## config.mk

```make
export PLATFORM = sky130hd
export DESIGN_NAME = otg_start_seq
export DESIGN_NICKNAME = d
export VERILOG_FILES = /design/src/rtl/otg_seq_pkg.sv /design/src/rtl/otg_permit.sv /design/src/rtl/otg_delay_timer.sv /design/src/rtl/otg_dchg_mon.sv /design/src/rtl/otg_start_seq.sv
export SDC_FILE = /design/constraint.sdc
export NUM_CORES = 1
export LEC_CHECK = 0
export BUFFER_PORTS_ARGS = -buffer_cell sky130_fd_sc_hd__buf_2
export CORE_MARGIN = 8
export CORE_UTILIZATION = 45
export CTS_CLUSTER_SIZE = 8
export DETAILED_ROUTE_END_ITERATION = 12
export MAX_ROUTING_LAYER = met4
export PLACE_DENSITY = 0.67
export SLEW_MARGIN = 20
export SYNTH_ARGS = -nofsm -noshare
export SYNTH_HDL_FRONTEND = slang
export SYNTH_HIERARCHICAL = 1
export SYNTH_SLANG_ARGS = --single-unit
```

## constraint.sdc

```tcl
create_clock -name clk -period 4.22 [get_ports clk]
set_clock_uncertainty 0.05 [all_clocks]
set_input_delay 0.422 -clock clk [delete_from_list [all_inputs] [get_ports clk]]
set_output_delay 0.422 -clock clk [all_outputs]
set_load 0.01 [all_outputs]
```

## src/rtl/otg_seq_pkg.sv

```systemverilog
package otg_seq_pkg;

  // Discharge limit code; 11 turns the limit (and soft-start) off.
  typedef enum logic [1:0] {
    DCH_3A  = 2'b00,
    DCH_4A  = 2'b01,
    DCH_5A  = 2'b10,
    DCH_OFF = 2'b11
  } dchg_code_e;

  // Power-on population snapshot plus the global driver disable.
  typedef struct packed {
    logic drv_dis;
    logic pop2;
    logic pop1;
  } path_cfg_t;

  // True while a discharge limit is in force.
  function automatic logic dchg_limit_on(logic [1:0] code);
    return code != DCH_OFF;
  endfunction

  // Which path enables the population table demands before a start.
  function automatic logic path_permit(path_cfg_t cfg, logic en1, logic en2);
    logic ok;
    if (cfg.drv_dis) begin
      ok = 1'b1;
    end else begin
      case ({cfg.pop2, cfg.pop1})
        2'b00:   ok = 1'b1;
        2'b01:   ok = en1;
        2'b10:   ok = en2;
        default: ok = en1 | en2;
      endcase
    end
    return ok;
  endfunction

  // Start delay in clock cycles from clock in kHz and delay in microseconds.
  function automatic int unsigned delay_cycles(int unsigned clk_khz, int unsigned dly_us);
    return (clk_khz * dly_us) / 1000;
  endfunction

endpackage

```

## src/rtl/otg_permit.sv

```systemverilog
module otg_permit
  import otg_seq_pkg::*;
(
  input  logic      vbat_above,
  input  logic      vbat_ovp,
  input  logic      vbus_below_uv,
  input  logic      ts_in_window,
  input  logic      otg_en,
  input  path_cfg_t cfg,
  input  logic      path_en1,
  input  logic      path_en2,
  output logic      cond_ok,
  output logic      path_ok,
  output logic      start_go
);
  logic bat_ok;

  always_comb begin
    bat_ok   = vbat_above & ~vbat_ovp;
    cond_ok  = otg_en & bat_ok & vbus_below_uv & ts_in_window;
    path_ok  = path_permit(cfg, path_en1, path_en2);
    start_go = cond_ok & path_ok;
  end
endmodule

```

## src/rtl/otg_delay_timer.sv

```systemverilog
module otg_delay_timer #(
  parameter int unsigned CYC = 625000
) (
  input  logic clk,
  input  logic rst_n,
  input  logic go,
  output logic done
);
  localparam int unsigned LIM = (CYC < 1) ? 1 : CYC;
  localparam int unsigned W   = $clog2(LIM + 1);
  localparam logic [W-1:0] LAST = W'(LIM);

  logic [W-1:0] cnt;
  logic         at_last;

  assign at_last = (cnt == LAST);

  always_ff @(posedge clk or negedge rst_n) begin
    if (!rst_n) begin
      cnt <= '0;
    end else if (!go) begin
      cnt <= '0;
    end else if (!at_last) begin
      cnt <= cnt + 1'b1;
    end
  end

  // Run leaves combinationally with go (no registered lag on removal).
  assign done = go & at_last;

  // the count never passes its limit
  p_cnt_cap_r7: assert property (@(posedge clk) disable iff (!rst_n)
    cnt <= LAST);

  // a dropped go restarts the count from zero
  p_cnt_restart_r7: assert property (@(posedge clk) disable iff (!rst_n)
    !go |=> (cnt == '0));

  // no done without go
  p_done_needs_go_r8: assert property (@(posedge clk) disable iff (!rst_n)
    done |-> go);
endmodule

```

## src/rtl/otg_dchg_mon.sv

```systemverilog
module otg_dchg_mon
  import otg_seq_pkg::*;
(
  input  logic       clk,
  input  logic       rst_n,
  input  logic       over_raw,
  input  logic [1:0] code,
  input  logic       mask,
  input  logic       clr,
  output logic       status,
  output logic       flag,
  output logic       irq,
  output logic       ss_allow
);
  logic over_q;
  logic over_prev;
  logic over_rise;

  assign ss_allow  = dchg_limit_on(code);
  assign over_q    = over_raw & ss_allow;
  assign over_rise = over_q & ~over_prev;
  assign status    = over_q;

  always_ff @(posedge clk or negedge rst_n) begin
    if (!rst_n) begin
      over_prev <= 1'b0;
      irq       <= 1'b0;
      flag      <= 1'b0;
    end else begin
      over_prev <= over_q;
      irq       <= over_rise;
      if (over_rise && !mask) begin
        flag <= 1'b1;
      end else if (clr) begin
        flag <= 1'b0;
      end
    end
  end

  // the pulse lasts one cycle while the condition stays high
  p_irq_single_r10: assert property (@(posedge clk) disable iff (!rst_n)
    irq && over_raw && $stable(code) |-> !$past(irq));

  // the flag only rises with the mask clear
  p_flag_mask_r11: assert property (@(posedge clk) disable iff (!rst_n)
    $rose(flag) |-> !$past(mask));

  // with the limit off nothing is reported
  p_off_silent_r9: assert property (@(posedge clk) disable iff (!rst_n)
    (code == DCH_OFF) |-> !status);
endmodule

```

## src/rtl/otg_start_seq.sv

```systemverilog
module otg_start_seq
  import otg_seq_pkg::*;
#(
  parameter int unsigned CLK_KHZ  = 125000,
  parameter int unsigned DELAY_US = 5000
) (
  input  logic       clk,
  input  logic       rst_n,
  input  logic       vbat_above,
  input  logic       vbat_ovp,
  input  logic       vbus_below_uv,
  input  logic       ts_in_window,
  input  logic       pop_port1,
  input  logic       pop_port2,
  input  logic       drv_disable,
  input  logic       otg_en,
  input  logic       path_en1,
  input  logic       path_en2,
  input  logic       dchg_over,
  input  logic [1:0] dchg_code,
  input  logic       dchg_mask,
  input  logic       flag_clr,
  output logic       conv_run,
  output logic       gate_port1,
  output logic       gate_port2,
  output logic       soft_start_en,
  output logic       dchg_status,
  output logic       dchg_flag,
  output logic       dchg_irq
);
  localparam int unsigned DELAY_CYC = delay_cycles(CLK_KHZ, DELAY_US);
  localparam int unsigned NPORT     = 2;

  path_cfg_t        cfg;
  logic             cond_ok;
  logic             path_ok;
  logic             start_go;
  logic             run_w;
  logic             ss_allow;
  logic [NPORT-1:0] pop_vec;
  logic [NPORT-1:0] en_vec;
  logic [NPORT-1:0] gate_vec;

  assign cfg     = '{drv_dis: drv_disable, pop2: pop_port2, pop1: pop_port1};
  assign pop_vec = {pop_port2, pop_port1};
  assign en_vec  = {path_en2, path_en1};

  otg_permit u_permit (
    .vbat_above    (vbat_above),
    .vbat_ovp      (vbat_ovp),
    .vbus_below_uv (vbus_below_uv),
    .ts_in_window  (ts_in_window),
    .otg_en        (otg_en),
    .cfg           (cfg),
    .path_en1      (path_en1),
    .path_en2      (path_en2),
    .cond_ok       (cond_ok),
    .path_ok       (path_ok),
    .start_go      (start_go)
  );

  otg_delay_timer #(.CYC(DELAY_CYC)) u_timer (
    .clk   (clk),
    .rst_n (rst_n),
    .go    (start_go),
    .done  (run_w)
  );

  generate
    for (genvar p = 0; p < NPORT; p++) begin : g_port
      assign gate_vec[p] = run_w & pop_vec[p] & en_vec[p] & ~drv_disable;
    end
  endgenerate

  otg_dchg_mon u_dchg (
    .clk      (clk),
    .rst_n    (rst_n),
    .over_raw (dchg_over),
    .code     (dchg_code),
    .mask     (dchg_mask),
    .clr      (flag_clr),
    .status   (dchg_status),
    .flag     (dchg_flag),
    .irq      (dchg_irq),
    .ss_allow (ss_allow)
  );

  assign conv_run      = run_w;
  assign gate_port1    = gate_vec[0];
  assign gate_port2    = gate_vec[1];
  assign soft_start_en = run_w & ss_allow;

  // running implies every live condition holds
  p_run_needs_cond_r1: assert property (@(posedge clk) disable iff (!rst_n)
    conv_run |-> (otg_en && vbat_above && !vbat_ovp && vbus_below_uv && ts_in_window));

  // port-1-only population needs the port 1 enable
  p_port1_only_r3: assert property (@(posedge clk) disable iff (!rst_n)
    conv_run && pop_port1 && !pop_port2 && !drv_disable |-> path_en1);

  // port-2-only population needs the port 2 enable
  p_port2_only_r4: assert property (@(posedge clk) disable iff (!rst_n)
    conv_run && pop_port2 && !pop_port1 && !drv_disable |-> path_en2);

  // both populated needs at least one enable
  p_both_r5: assert property (@(posedge clk) disable iff (!rst_n)
    conv_run && pop_port1 && pop_port2 && !drv_disable |-> (path_en1 || path_en2));

  // a gate never drives without run or with the driver disabled
  p_gate_needs_run_r6: assert property (@(posedge clk) disable iff (!rst_n)
    (gate_port1 || gate_port2) |-> (conv_run && !drv_disable));

  // run rises only after a cycle in which the start permit already held
  p_rise_after_go_r7: assert property (@(posedge clk) disable iff (!rst_n)
    $rose(conv_run) |-> $past(start_go));

  // soft-start only while running
  p_ss_needs_run_r12: assert property (@(posedge clk) disable iff (!rst_n)
    soft_start_en |-> conv_run);
endmodule

```

== Word level (Yosys, flattened, before mapping) ==
Index checks and enable logic that the tools add are counted.

* Bitwise operators: 19
* Reductions and logical operators: 4
* Muxes and demuxes: 6
* Add/subtract/negate cells: 1
* Div/mod/pow operators: 0
* Multiply operators: 0
* Eq/ne operators: 5
* Shift-type cells: 0
* Order comparisons: 0

{| class="wikitable"
|+ Operators with widths
! cell !! number
|-
| $mux W20 || 2
|-
| $add A20 B1 Y20 const B || 1
|-
| $eq A20 B20 Y1 const B || 1
|-
| $and A1 B1 Y1 || 15
|-
| $ne A2 B2 Y1 const B || 2
|-
| $mux W1 || 3
|-
| $not A1 Y1 || 3
|-
| $pmux W1 S3 || 1
|-
| $eq A2 B1 Y1 const B || 1
|-
| $eq A2 B2 Y1 const B || 1
|-
| $logic_not A2 Y1 || 1
|-
| $reduce_bool A2 Y1 || 1
|-
| $logic_and A1 B1 Y1 || 1
|-
| $logic_not A1 Y1 || 1
|-
| $or A1 B1 Y1 || 1
|}

* Logic and storage cells: 39
* Latch bits: 0
* Input port bits: 17
* Memories kept: 0
* Bits in registers: 23
* Output and inout bits: 7
* Bits in read-only memories: 0
* Memory bits (writable): 0

== Logic depth before layout (Yosys ltp) ==
* Depth in word-level cells: 10
* Mapped depth: 7
* Gate-level depth less buffers: 6

== Hierarchy ==
The synthesis kept the hierarchy.

{| class="wikitable"
|+ Modules (own cells, without submodules)
! module !! area an instance (µm²) !! seq. area each (µm²) !! times used !! cells each
|-
| otg_delay_timer || 1099.8 || 500.5 || 1 || 116
|-
| otg_dchg_mon || 116.4 || 75.1 || 1 || 9
|-
| otg_permit || 41.3 || 0.0 || 1 || 7
|-
| otg_start_seq || 26.3 || 0.0 || 1 || 3
|}

== Worst setup path after synthesis ==
Ideal clock, no wire load.

* Path type: register -> output
* Start: reg u_timer.cnt[10]
* End: out gate_port1
* Path buffers: 0
* Arrival: 2.095 ns
* Cell stages (with the launch flop): 5
* Path slack: 1.653 ns
* Required time: 3.748 ns
* Cells stage by stage: dfrtp_1 > or4b_4 > or4_4 > nor3_1 > and4b_1

* Word-level cells in the longest chain between the ends: 5

{| class="wikitable"
|+ Ends and longest elaborated chain
! what !! RTL line !! source
|-
| start, declared || otg_delay_timer.sv:13 || <nowiki>logic [W-1:0] cnt;</nowiki>
|-
| start signal, assigned || otg_delay_timer.sv:24 || <nowiki>cnt <= cnt + 1'b1;</nowiki>
|-
| $eq A20 B20 Y1 || otg_delay_timer.sv:16 || <nowiki>assign at_last = (cnt == LAST);</nowiki>
|-
| $and A1 B1 Y1 || otg_delay_timer.sv:29 || <nowiki>assign done = go & at_last;</nowiki>
|-
| net conv_run || otg_start_seq.sv:23 || <nowiki>output logic conv_run,</nowiki>
|-
| $and A1 B1 Y1 (3 in a row) || otg_start_seq.sv:71 || <nowiki>assign gate_vec[p] = run_w & pop_vec[p] & en_vec[p] & ~drv_disable;</nowiki>
|-
| end, declared || otg_start_seq.sv:24 || <nowiki>output logic gate_port1,</nowiki>
|}

The timed path passes the listed nets, and every way through them passes these cells.

== Worst setup path in the final report ==
* Start: reg u_timer.cnt[10]
* End: out gate_port2

* Word-level cells in the longest chain between the ends: 5

{| class="wikitable"
|+ Ends and longest elaborated chain
! what !! RTL line !! source
|-
| $eq A20 B20 Y1 || otg_delay_timer.sv:16 ||
|-
| $and A1 B1 Y1 || otg_delay_timer.sv:29 ||
|-
| $and A1 B1 Y1 (3 in a row) || otg_start_seq.sv:71 ||
|-
| end, declared || otg_start_seq.sv:25 || <nowiki>output logic gate_port2,</nowiki>
|}

Every way passes these cells.

==> metrics <==
Die ar. approximately 4800 µm²; Setup CP Type reg -> out; # DRC 0; Int Pwr roughly 270 µW; Relative slew margins between 50 and 60%; GPL Wtd Cong roughly 0.8; pre-CTS setup slack approximately 1600 ps; drt wl/cell roughly 15 µm; diode count 0; CTS Sinks 23; first-pass GRT wire length 5.06 mm; final hold slack roughly 4.0 ps; clock period minus worst slack slightly below 3000 ps; final worst slack between 1000 and 1500 ps; post-synth cell types 38; Setup violations, final 0; Initial Util 47.0%; Net Sw Frac a little under a quarter; Crit. End Element output pin; fin crit share a little over two thirds; synthesized area per cell 9.51 µm²; final WL between 2 and 3 mm; peak supply drop between 0.00015 and 0.0002 V; Detail Placement HPWL 2.10 mm; worst endpoint required time between 3000 and 4000 ps; total grt overflow 0; port bufs 23; cells after synthesis approximately 140; CP Launch Type flop; Ports 24; Crit-path slowest cell or4b_4; number of max-cap violations 0; Syn Nets 154; Cell Area, Synth 1280 µm²; worst skew pair latency 310 ps; clock tree buffer depth 2; Setup TNS 0 ps; Worst-path clk slew 130 ps; post-layout util 53.0%; TritonCTS clock tree yes; Worst Tran Pin Value between 600 and 700 ps; Hold Path Class in -> async; drt pass-1 iters 4; Post-synth EDFFs 0; Tot GR Track Use 12.4%; number of nets still failing antenna checks after routing 0; CTS root buf clkbuf_4; Layout Nets 178; register bit total from synthesis 23; Power Dens Cells roughly 240 nW/µm²; Leakage Power 0.582 nW; post-placement cell count between 150 and 200; sequential share of power around 65%; Die Y around 69 µm; Synth Flop Type dfrtp_1; Synth top area share 44.8%; vias in the first global route between 1k and 1.5k; Final Max Tran Viols 0; Synth Warn # 6; Finished Layout Cells ~190; max incr delay on CP between 500 and 600 ps; Fin. Hold Viols 0; RSZ-0062 raised after global routing no; antenna violations before repair 0; CTS hold repair buffers 0; vias per inst approximately 5.7; largest net degree at the start of global routing 24; FFs w/ async S/R, synth 100%; Data arrival, critical path approximately 2500 ps; top cells by area, synth dfrtp_1 (45%), xor2_1 (5.5%), nor2_1 (3.8%); clock share of power between 20 and 30%; P&R area growth vs syn 12.8%; register area share after synthesis about 45%; crit path cell chain or4b_4 > or4_4 > nor3_1 > and4b_1 > buf_2; initial DRC count approximately 80; Combinational Power Share under 10%; vias about 1.1k; PostCTS Resize Cnt 0; worst-path fanout max 5; die width 69.4 µm; layout cells sized above 1 around 22%; total clock buffers created by CTS 3; post-CTS setup repair buffer count 0; FMAX roughly 340 MHz; Core Box Area between 2000 and 3000 µm²; outcome completed; Psw between 70 and 80 µW; leading area contributor after synthesis dfrtp_1; Rows 19; H-tree depth 1
-- final cells by class --
type / count / area, µm²
multi-input combinational: 100 / 661
sequential: 23 / 576
clock buffer: 3 / 22.5
tap: 31 / 38.8
timing repair buffer: 23 / 115
fill: 252 / 1290
inverter: 8 / 30.0
clock inverter: 1 / 5.00
-- layer usage --
| layer | vias to the layer above | GRT usage, % | wire length (µm) |
|---|---|---|---|
| met2 | 17 | 19.8 | 1410 |
| met5 | - | - | 0 |
| met1 | 525 | 15.8 | 1290 |
| met3 | 2 | 1.86 | 109 |
| met4 | 0 | 3.42 | 14 |
| li1 | 535 | - | - |
-- synthesized netlist by cell type, types with 2 or more instances --
cell      instances
dfrtp_1          23
nor2_1           13
nand2_1           9
nand3_1           9
a21oi_1           8
inv_1             8
xor2_1            8
or3_1             5
nand4_1           3
nor3_1            3
nor4_1            3
o21ai_0           3
o31ai_1           3
or4_1             3
xnor2_1           3
and2_1            2
and4_1            2
and4b_1           2
buf_2             2
clkbuf_1          2
ha_1              2
o211ai_1          2
or4b_1            2
-- per-stage QoR --
step                      power (mW)  cell area (µm²)
after floorplan                0.235             1280
after global placement         0.250             1420
after detailed placement       0.251             1420
after CTS                      0.353             1450
after global routing           0.363             1450
final                          0.347             1450
-- cells by family after synthesis --
kind of cell    count (synthesis)  share of synthesized area, %
compound gates                 21                          11.0
flops                          23                          44.8
xor+xnor                       11                          7.51
buf+inv                        12                          3.70
simple gates                   66                          31.0
fa+ha+maj                       2                          1.95
-- cell usage in the layout (no fill, tap or decap), types with 3 or more instances in the layout --
| master | synthesis | layout |
|---|---|---|
| nor3_1 | 3 | 3 |
| o21ai_0 | 3 | 3 |
| clkbuf_4 | 0 | 3 |
| xnor2_1 | 3 | 3 |
| or3_1 | 5 | 5 |
| nand4_1 | 3 | 3 |
| or4_1 | 3 | 3 |
| buf_2 | 2 | 23 |
| nand2_1 | 9 | 9 |
| dfrtp_1 | 23 | 23 |
| nor4_1 | 3 | 3 |
| nor2_1 | 13 | 13 |
| nand3_1 | 9 | 9 |
| inv_1 | 8 | 8 |
| xor2_1 | 8 | 8 |
| o31ai_1 | 3 | 3 |
| a21oi_1 | 8 | 8 |
-- critical path: cells and delay by family (launching register included) --
| kind | cells | cell delay, ps |
|---|---|---|
| AND/OR/NAND/NOR | 4 | 1560 |
| flip-flops | 1 | 450 |
| buffers and inverters | 1 | 130 |
-- power groups by stage --
stage / clock network (mW) / registers, mW / logic, mW
2_1_floorplan: 0 / 0.229 / 0.00673
3_3_place_gp: 0 / 0.228 / 0.0227
3_5_place_dp: 0 / 0.228 / 0.0234
4_1_cts: 0.106 / 0.224 / 0.0234
5_1_grt: 0.113 / 0.224 / 0.0259
6_report: 0.100 / 0.224 / 0.0227
-- final timing paths --
check / startpoint / end / slack, ps / cells after the start
min reg2reg: u_dchg/over_prev / u_dchg/irq / 410 / 1
max: u_timer/cnt[10] / gate_port2 / 1290 / 5
max in group asynchronous: rst_n / u_timer/cnt[7] / 3760 / 1
min in group clk: flag_clr / u_dchg/flag / 220 / 2
min: rst_n / u_timer/cnt[2] / 4 / 1
max reg2reg: u_timer/cnt[1] / u_timer/cnt[18] / 2200 / 5
-- registers in the layout, indices dropped and copies added (netlist names) --
register / flops
u_timer/cnt: 20
u_dchg/flag: 1
u_dchg/irq: 1
u_dchg/over_prev: 1
No activity file was read; power rests on OpenSTA's default activity.
